File: src/rtl/pss_pkg.sv
package pss_pkg;
    typedef enum logic [1:0] {
        ST_IDLE = 2'd0,
        ST_PACE = 2'd1,
        ST_HOLD = 2'd2
    } pss_state_e;

    function automatic logic [15:0] at_least_one(input logic [15:0] v);
        return (v == 16'd0) ? 16'd1 : v;
    endfunction
endpackage

File: src/rtl/pss_throttle.sv
module pss_throttle #(
    parameter int DIV_W = 16
) (
    input  logic             clk,
    input  logic             rst,
    input  logic [DIV_W-1:0] divisor,
    input  logic             launch,
    output logic             pace_ok
);
    localparam logic [DIV_W-1:0] ONE = DIV_W'(1);
    localparam logic [DIV_W:0]   SAT = {(DIV_W+1){1'b1}};

    logic [DIV_W-1:0] div_eff;
    logic [DIV_W-1:0] wait_q;

    assign div_eff = (divisor == '0) ? ONE : divisor;
    assign pace_ok = (wait_q == '0);

    always_ff @(posedge clk) begin
        if (rst) begin
            wait_q <= '0;
        end else if (launch) begin
            wait_q <= div_eff - ONE;
        end else if (wait_q != '0) begin
            wait_q <= wait_q - ONE;
        end
    end

    // Independent gap observer for the minimum spacing check.
    logic [DIV_W:0] since_q;
    logic           seen_q;

    always_ff @(posedge clk) begin
        if (rst) begin
            since_q <= '0;
            seen_q  <= 1'b0;
        end else if (launch) begin
            since_q <= (DIV_W+1)'(1);
            seen_q  <= 1'b1;
        end else if (since_q != SAT) begin
            since_q <= since_q + (DIV_W+1)'(1);
        end
    end


    min_gap_chk: assert property (@(posedge clk) disable iff (rst)
        (launch && seen_q) |-> (since_q >= {1'b0, div_eff}));
endmodule

File: src/rtl/pss_sequencer.sv
module pss_sequencer
    import pss_pkg::*;
#(
    parameter int LEN_W = 16
) (
    input  logic             clk,
    input  logic             rst,
    input  logic             enable,
    input  logic [LEN_W-1:0] beats_cfg,
    input  logic             pace_ok,
    input  logic             tready,
    output logic             tvalid,
    output logic             tlast,
    output logic             launch,
    output logic             accept
);
    localparam logic [LEN_W-1:0] ONE = LEN_W'(1);

    pss_state_e       state_q, state_n;
    logic [LEN_W-1:0] beat_q;
    logic [LEN_W-1:0] len_q;
    logic [LEN_W-1:0] len_eff;
    logic             start;
    logic             at_end;

    assign len_eff = (beats_cfg == '0) ? ONE : beats_cfg;
    assign at_end  = (beat_q == len_q - ONE);

    // next-state and launch decision
    always_comb begin
        state_n = state_q;
        launch  = 1'b0;
        start   = 1'b0;
        unique case (state_q)
            ST_IDLE: begin
                if (enable && pace_ok) begin
                    launch  = 1'b1;
                    start   = 1'b1;
                    state_n = ST_HOLD;
                end
            end
            ST_PACE: begin
                if (pace_ok) begin
                    launch  = 1'b1;
                    state_n = ST_HOLD;
                end
            end
            ST_HOLD: begin
                if (tready) begin
                    if (at_end) begin
                        if (enable && pace_ok) begin
                            launch  = 1'b1;
                            start   = 1'b1;
                            state_n = ST_HOLD;
                        end else begin
                            state_n = ST_IDLE;
                        end
                    end else if (pace_ok) begin
                        launch  = 1'b1;
                        state_n = ST_HOLD;
                    end else begin
                        state_n = ST_PACE;
                    end
                end
            end
            default: state_n = ST_IDLE;
        endcase
    end

    // state register and packet position
    always_ff @(posedge clk) begin
        if (rst) begin
            state_q <= ST_IDLE;
            beat_q  <= '0;
            len_q   <= ONE;
        end else begin
            state_q <= state_n;
            if (launch) begin
                if (start) begin
                    beat_q <= '0;
                    len_q  <= len_eff;
                end else begin
                    beat_q <= beat_q + ONE;
                end
            end
        end
    end

    // outputs
    always_comb begin
        tvalid = (state_q == ST_HOLD);
        tlast  = tvalid && at_end;
        accept = tvalid && tready;
    end


    hold_beat_chk: assert property (@(posedge clk) disable iff (rst)
        (tvalid && !tready) |=> (tvalid && $stable(tlast)));


    finish_pkt_chk: assert property (@(posedge clk) disable iff (rst)
        (accept && !tlast) |=> (state_q != ST_IDLE));


    idle_quiet_chk: assert property (@(posedge clk) disable iff (rst)
        (state_q == ST_IDLE && !enable) |=> !tvalid);


    first_beat_chk: assert property (@(posedge clk) disable iff (rst)
        (start) |=> (beat_q == '0));
endmodule

File: src/rtl/pss_payload.sv
module pss_payload #(
    parameter int DATA_W = 256,
    parameter int WORD_W = 32
) (
    input  logic              clk,
    input  logic              rst,
    input  logic              tvalid,
    input  logic              tready,
    output logic [DATA_W-1:0] tdata
);
    localparam int LANES = DATA_W / WORD_W;
    localparam int SH    = $clog2(LANES);

    logic [WORD_W-1:0] seq_q;
    logic [WORD_W-1:0] base;

    assign base = seq_q << SH;

    always_ff @(posedge clk) begin
        if (rst) begin
            seq_q <= '0;
        end else if (tvalid && tready) begin
            seq_q <= seq_q + WORD_W'(1);
        end
    end

    for (genvar j = 0; j < LANES; j++) begin : g_lane
        assign tdata[j*WORD_W +: WORD_W] = base | WORD_W'(j);
    end


    data_hold_chk: assert property (@(posedge clk) disable iff (rst)
        (tvalid && !tready) |=> $stable(tdata));
endmodule

File: src/rtl/paced_sample_source.sv
module paced_sample_source
    import pss_pkg::*;
#(
    parameter int DATA_W = 256,
    parameter int WORD_W = 32,
    parameter int LEN_W  = 16,
    parameter int DIV_W  = 16,
    parameter int STAT_W = 32
) (
    input  logic                clk,
    input  logic                rst,
    input  logic                cfg_enable,
    input  logic [LEN_W-1:0]    cfg_beats,
    input  logic [DIV_W-1:0]    cfg_divisor,
    output logic                m_tvalid,
    input  logic                m_tready,
    output logic [DATA_W-1:0]   m_tdata,
    output logic [DATA_W/8-1:0] m_tkeep,
    output logic [DATA_W/8-1:0] m_tstrb,
    output logic                m_tlast,
    output logic [STAT_W-1:0]   stat_packets
);
    localparam int BYTES = DATA_W / 8;

    logic pace_ok;
    logic launch;
    logic accept;
    logic [STAT_W-1:0] pkt_q;

    pss_throttle #(.DIV_W(DIV_W)) u_throttle (
        .clk     (clk),
        .rst     (rst),
        .divisor (cfg_divisor),
        .launch  (launch),
        .pace_ok (pace_ok)
    );

    pss_sequencer #(.LEN_W(LEN_W)) u_seq (
        .clk       (clk),
        .rst       (rst),
        .enable    (cfg_enable),
        .beats_cfg (cfg_beats),
        .pace_ok   (pace_ok),
        .tready    (m_tready),
        .tvalid    (m_tvalid),
        .tlast     (m_tlast),
        .launch    (launch),
        .accept    (accept)
    );

    pss_payload #(.DATA_W(DATA_W), .WORD_W(WORD_W)) u_payload (
        .clk    (clk),
        .rst    (rst),
        .tvalid (m_tvalid),
        .tready (m_tready),
        .tdata  (m_tdata)
    );

    assign m_tkeep = {BYTES{1'b1}};
    assign m_tstrb = {BYTES{1'b1}};

    always_ff @(posedge clk) begin
        if (rst) begin
            pkt_q <= '0;
        end else if (accept && m_tlast) begin
            pkt_q <= pkt_q + STAT_W'(1);
        end
    end

    assign stat_packets = pkt_q;


    pkt_step_chk: assert property (@(posedge clk) disable iff (rst)
        (m_tvalid && m_tready && m_tlast) |=> (stat_packets == $past(stat_packets) + STAT_W'(1)));


    pkt_flat_chk: assert property (@(posedge clk) disable iff (rst)
        !(m_tvalid && m_tready && m_tlast) |=> $stable(stat_packets));
endmodule

File: config.mk
export PLATFORM = sky130hd
export DESIGN_NAME = paced_sample_source
export DESIGN_NICKNAME = d
export VERILOG_FILES = /design/src/rtl/pss_pkg.sv /design/src/rtl/pss_throttle.sv /design/src/rtl/pss_sequencer.sv /design/src/rtl/pss_payload.sv /design/src/rtl/paced_sample_source.sv
export SDC_FILE = /design/constraint.sdc
export NUM_CORES = 1
export LEC_CHECK = 0
export ABC_AREA = 1
export BUFFER_PORTS_ARGS = -buffer_cell sky130_fd_sc_hd__buf_2
export CAP_MARGIN = 20
export CORE_AREA = 2 2 150 152
export CTS_BUF_LIST = sky130_fd_sc_hd__clkbuf_16
export DETAILED_ROUTE_END_ITERATION = 10
export DIE_AREA = 0 0 152 154
export GPL_ROUTABILITY_DRIVEN = 0
export HOLD_SLACK_MARGIN = 0.1
export PLACE_DENSITY = 0.85
export SLEW_MARGIN = 5
export SYNTH_ARGS = -nofsm -noshare
export SYNTH_HDL_FRONTEND = slang
export SYNTH_SLANG_ARGS = --single-unit
File: constraint.sdc
create_clock -name clk -period 3 [get_ports clk]
set_clock_uncertainty 0.2 [all_clocks]
set_input_delay 0.3 -clock clk [delete_from_list [all_inputs] [get_ports clk]]
set_output_delay 0.3 -clock clk [all_outputs]
set_load 0.1 [all_outputs]
# After elaboration in Yosys (flattened, before gate mapping)
# Cells that the tools add are included.
dict set report word_totals {
  regBits 114
  input_bits 36
  output_inout_bits 354
  word_cells 50
}
dict set report op_classes {
  add_sub_neg 6
  n_eq_ne 6
  muxes 20
  n_reduce_logical 12
}
# cell n
set ops {}
lappend ops {{$mux W16} 5}
lappend ops {{$add A32 B1 Y32 const B} 2}
lappend ops {{$logic_not A16 Y1} 3}
lappend ops {{$sub A16 B1 Y16 const B} 3}
lappend ops {{$add A16 B1 Y16 const B} 1}
lappend ops {{$eq A16 B16 Y1} 1}
lappend ops {{$reduce_bool A16 Y1} 1}
lappend ops {{$mux W2} 6}
lappend ops {{$mux W1} 6}
lappend ops {{$pmux W2 S3} 1}
lappend ops {{$logic_and A1 B1 Y1} 4}
lappend ops {{$ne A2 B1 Y1 const B} 2}
lappend ops {{$pmux W1 S3} 1}
lappend ops {{$reduce_and A3 Y1} 1}
lappend ops {{$eq A2 B1 Y1 const B} 1}
lappend ops {{$eq A2 B2 Y1 const B} 1}
lappend ops {{$logic_not A2 Y1} 1}
lappend ops {{$ne A2 B2 Y1 const B} 1}
lappend ops {{$pmux W1 S2} 1}
lappend ops {{$reduce_and A2 Y1} 1}
lappend ops {{$reduce_bool A2 Y1} 1}

# Longest topological paths before layout
dict set report depth {
  ltp_word 7
  ltp_mapped 28
  ltp_nobuf 28
}

# Hierarchy
# Synthesis repeated with hierarchy kept, for this count alone.
dict set report hier_totals {
  hier_cells 1390
  area_unflattened_um2 9210.1
}
# mod n_inst cells_per_inst area_per_inst_um2 seq_area_each_um2
set modules_own_cells {}
lappend modules_own_cells {pss_payload 1 478 3335.7 580.6}
lappend modules_own_cells {pss_sequencer 1 382 2504.9 680.7}
lappend modules_own_cells {paced_sample_source 1 327 2213.4 640.6}
lappend modules_own_cells {pss_throttle 1 203 1156.1 320.3}

# Worst setup path before layout
# Ideal clock, no wire load.
dict set report synth_timing {
  kind {reg-to-reg}
  from {register u_payload.seq_q[0]}
  to {register u_payload.seq_q[24]}
  setup_ps 128
  arrival_time_ps 2919
  required_time_ps 2672
  slack_ps -247
  stages_incl_launch_ff 13
  n_path_buf 0
  synth_period_minus_slack_ps 3247
  cell_sequence {dfxtp_1 ha_1 inv_1 nor3_2 nand2_1 inv_2 nand2_1 nor2_1 nand2_1 or4_1 nor2_1 xor2_1 nor2_1}
}
dict set report synth_via {
  elab_chain_cells 1
}
# item line_no
set synth_lines {}
lappend synth_lines {{start, declared} pss_payload.sv:14} ;# logic [WORD_W-1:0] seq_q;
lappend synth_lines {{start signal, assigned} pss_payload.sv:23} ;# seq_q <= seq_q + WORD_W'(1);
lappend synth_lines {{$add A32 B1 Y32} pss_payload.sv:23}
# No other way between the ends.
# A chain may end at the register's enable or synchronous reset.

# Worst setup path after layout
dict set report layout_timing {
  from {register u_seq.len_q[0]}
  to {register u_throttle.wait_q[15]}
}
dict set report layout_via {
  elab_chain_cells 6
  word_cells_on_any_way 7
  classes_between {1 x add/sub; 1 x eq/ne; 4 x mux; 1 x reduce/logical}
}
# item line_no
set layout_lines {}
lappend layout_lines {{start, declared} pss_sequencer.sv:21} ;# logic [LEN_W-1:0] len_q;
lappend layout_lines {{start signal, assigned} pss_sequencer.sv:81} ;# len_q <= len_eff;
lappend layout_lines {{$sub A16 B1 Y16 *} pss_sequencer.sv:27} ;# assign at_end = (beat_q == len_q - ONE);
lappend layout_lines {{$eq A16 B16 Y1 *} pss_sequencer.sv:27}
lappend layout_lines {{$mux W1 *} pss_sequencer.sv:50} ;# if (at_end) begin
lappend layout_lines {{$mux W1 *} pss_sequencer.sv:49} ;# if (tready) begin
lappend layout_lines {{$pmux W1 S3 *} pss_sequencer.sv:34} ;# unique case (state_q)
lappend layout_lines {{$mux W16 / $reduce_bool A2 Y1 (equally long branches)} -}
lappend layout_lines {{end signal, assigned} pss_throttle.sv:23} ;# wait_q <= div_eff - ONE;
lappend layout_lines {{end signal, assigned} pss_throttle.sv:25} ;# wait_q <= wait_q - ONE;
lappend layout_lines {{end, declared} pss_throttle.sv:14} ;# logic [DIV_W-1:0] wait_q;
# Mark *: on every way between the ends. The rest lies on a longest branch, timed or not.

==> impl_metrics.toml <==
[floorplan]
row_count = 54
coreArea_um2 = 21700
die_x_um = 152
dieArea_um2 = 23400
start_util_pct = 41.0
die_h_um = 154
ios = 390

[clock_network]
clk_pin_slew_ns = 0.07
root_buffer = "clkbuf_16"
clk_path_buf_depth = 2
tritoncts = "built"
clk_latency_ns = 0.36
htreeDepth = 3
numCtsBuffers = 9
cts.sinks = 111

[route]
via_per_inst = 4.86
drt.antenna.violating_nets = 0
wl_mm = 25.2
wl_met3_mm = 1.74
dr_wl_met2_mm = 13.0
drt-met1-wl_mm = 9.75
first_pass_iters = 5
drtIter0Drc = 409
highest_layer = "met4"
num_vias = 8581
drc = 0
drt-wirelength-per-cell_um = 14.3

[critical_path]
crit_type = "reg2reg"
rr_startpoint = "u_seq.len_q[0]"
worst-path-max-fanout = 11
start_kind = "flip-flop"
crit_path_start = "u_seq.len_q[0]"
critical_path_required_ns = 3.03
end_kind = "flip-flop"
r2r_cells = 22
arrival_ns = 3.13

[global_routing]
grt_usage_pct = 19.3
grt_max_degree = 65
grt_first_pass_wirelength_mm = 37.5
antenna_found_initial = 0
grt_overflow = 0
first_global_vias = 7493

[sta]
fmax_mhz = 322
rsz0062_at_grt = "true"
finalMaxSlewViolations = 0
setup_ws_ns = -0.103
period_needed_ns = 3.10
setup_violations = 11
max_slew.worst_pin.slew_ns = 0.799
slew_headroom_pct = 46.7
setup_tns_ns = -0.375
finalHoldViolations = 0
post-route-period-util_pct = 103

[synthesis]
netlist_instances = 1321
ys_ff_latch = 111
ys_types = 47
yosys-top-cells-area = "dfxtp_1, buf_4, nand2_1"
ys.flop_type = "dfxtp_1"
ys_warn_count = 0
yosysTopAreaCellShare_pct = 25.0
syn_area_um2 = 8890
synth_seq_area_share_pct = 25.0
async_flop_share_pct = 0
syn_area_per_cell_um2 = 6.73
synth_top_cell_by_area = "dfxtp_1"
synth_edf_count = 0

[placement]
dp.cells = 1716
portBuffers = 301
dpl_worst_slack_ns = -0.198
hpwl_mm = 18.7

[power_and_ir_drop]
p_per_area_nw_per_um2 = 644
irDropWorstVdd_v = 0.000382
p_leak_nw = 5.10

[outcome]
run_status = "finished, violations left"
violations = "negative setup slack"

[finish]
area_growth_pct = 12.9
fin_nets = 1522
regArea_um2 = 2240
multi_input_area_um2 = 4580
drive_above_1_share_pct = 33.9
fillCellCount = 2090
antenna_cells = 0
layout_commonest_cell = "buf_2"
final_cell_mix = "buf_2, nand2_1, nor2_1, inv_1, dfxtp_1"
instances_no_fill = 1765

[worst_hold_path]
hold_start = "cfg_beats[0]"
whs_path_depth = 3
hold_class = "in2reg"

[run]
drv_cap = 0
[through the flow]
stage / instance area (um^2) / hold WS, ns / power, mW / util (%)
final: 10000 / 0.113 / 6.47 / 46.3
after global routing: 10000 / 0.143 / 6.81 / 46.3
after CTS: 9570 / 0.104 / 5.82 / 44.1
after detailed placement: 9110 / 0.259 / 4.65 / 42.0
after global placement: 9110 / 0.247 / 4.57 / 42.0
after floorplan: 9220 / 0.227 / 4.13 / -
[final timing paths]
path / to / slack (ns)
min reg2reg: u_seq.len_q[15] / 0.28
min: u_seq.len_q[0] / 0.11
max reg2reg: u_throttle.wait_q[15] / -0.10
max: u_throttle.wait_q[15] / -0.10
[power breakdown]
group / internal (mW) / switching, mW
Clock: 0.557 / 0.563
Combinational: 1.17 / 2.49
Sequential: 1.58 / 0.0945
Total: 3.31 / 3.15
[sequential cells by signal, indices dropped and copies added, names as in the netlist]
register,count
u_seq.len_q,16
u_seq.state_q,2
u_payload.seq_q,29
stat_packets,32
u_throttle.wait_q,16
u_seq.beat_q,16
[critical path, stage by stage, from the launching register on]
cell,delay [ns]
dfxtp_2,0.33
inv_2,0.08
buf_4,0.14
nand2_8,0.06
nor2_4,0.21
nand2_1,0.08
nand2_1,0.12
nand2_1,0.06
nor2_1,0.08
nand2_1,0.07
nor2_2,0.15
nand4_1,0.10
nand2_1,0.09
nand2_2,0.08
buf_6,0.16
nand3_1,0.11
nand2_2,0.10
nor2_4,0.17
nand2_1,0.12
nor2_4,0.18
nand2_1,0.10
o21ai_1,0.13
nor2_1,0.05
[cell families (layout without fill, tap and decap cells)]
kind of cell | count (synthesis) | count (layout) | synth area share (%)
fa+ha+maj | 5 | 5 | 0.704
flops | 111 | 111 | 25.0
other cells | 2 | 88 | 0.0845
simple gates | 593 | 593 | 30.6
compound gates | 120 | 120 | 7.29
buf+inv | 435 | 513 | 30.9
xor+xnor | 55 | 55 | 5.42
[final cells by class]
| class | instances | area share [%] |
|---|---|---|
| inverters | 121 | 4.53 |
| clock buffers | 9 | 2.24 |
| repair buffers | 377 | 21.4 |
| flip-flops and latches | 111 | 22.3 |
| well taps | 280 | 3.49 |
| multi-input cells | 861 | 45.6 |
| clock inverters | 6 | 0.374 |
[synth_stat cells (2+ instances only)]
library cell / number
a211oi_1: 2
a21oi_1: 70
a41oi_1: 2
and2_1: 2
buf_1: 2
buf_2: 5
buf_4: 292
clkbuf_1: 13
conb_1: 2
dfxtp_1: 111
ha_1: 5
inv_1: 115
inv_2: 5
nand2_1: 270
nand2_2: 13
nand2_4: 2
nand3_1: 53
nand3_2: 5
nand3b_1: 6
nand4_1: 18
nor2_1: 132
nor2_2: 12
nor2_4: 10
nor3_1: 38
nor3_2: 2
nor3b_1: 7
nor4_1: 16
o211a_1: 2
o21ai_0: 34
o21ai_1: 2
or4_1: 4
xnor2_1: 14
xor2_1: 41
[what timing repair did]
item,4_1_cts,5_1_grt
buffers inserted,0,19
pin swaps,10,46
hold endpoints to repair,15,0
setup endpoints to repair,8,36
hold buffers,15,0
gates resized for setup,16,84
[per-layer routing]
metal,global-route usage [%],vias to the layer above
li1,-,4129
met1,22.7,3970
met2,35.6,426
met3,3.61,56
met4,5.87,0
met5,0,-
(Power assumes the default switching activity.)
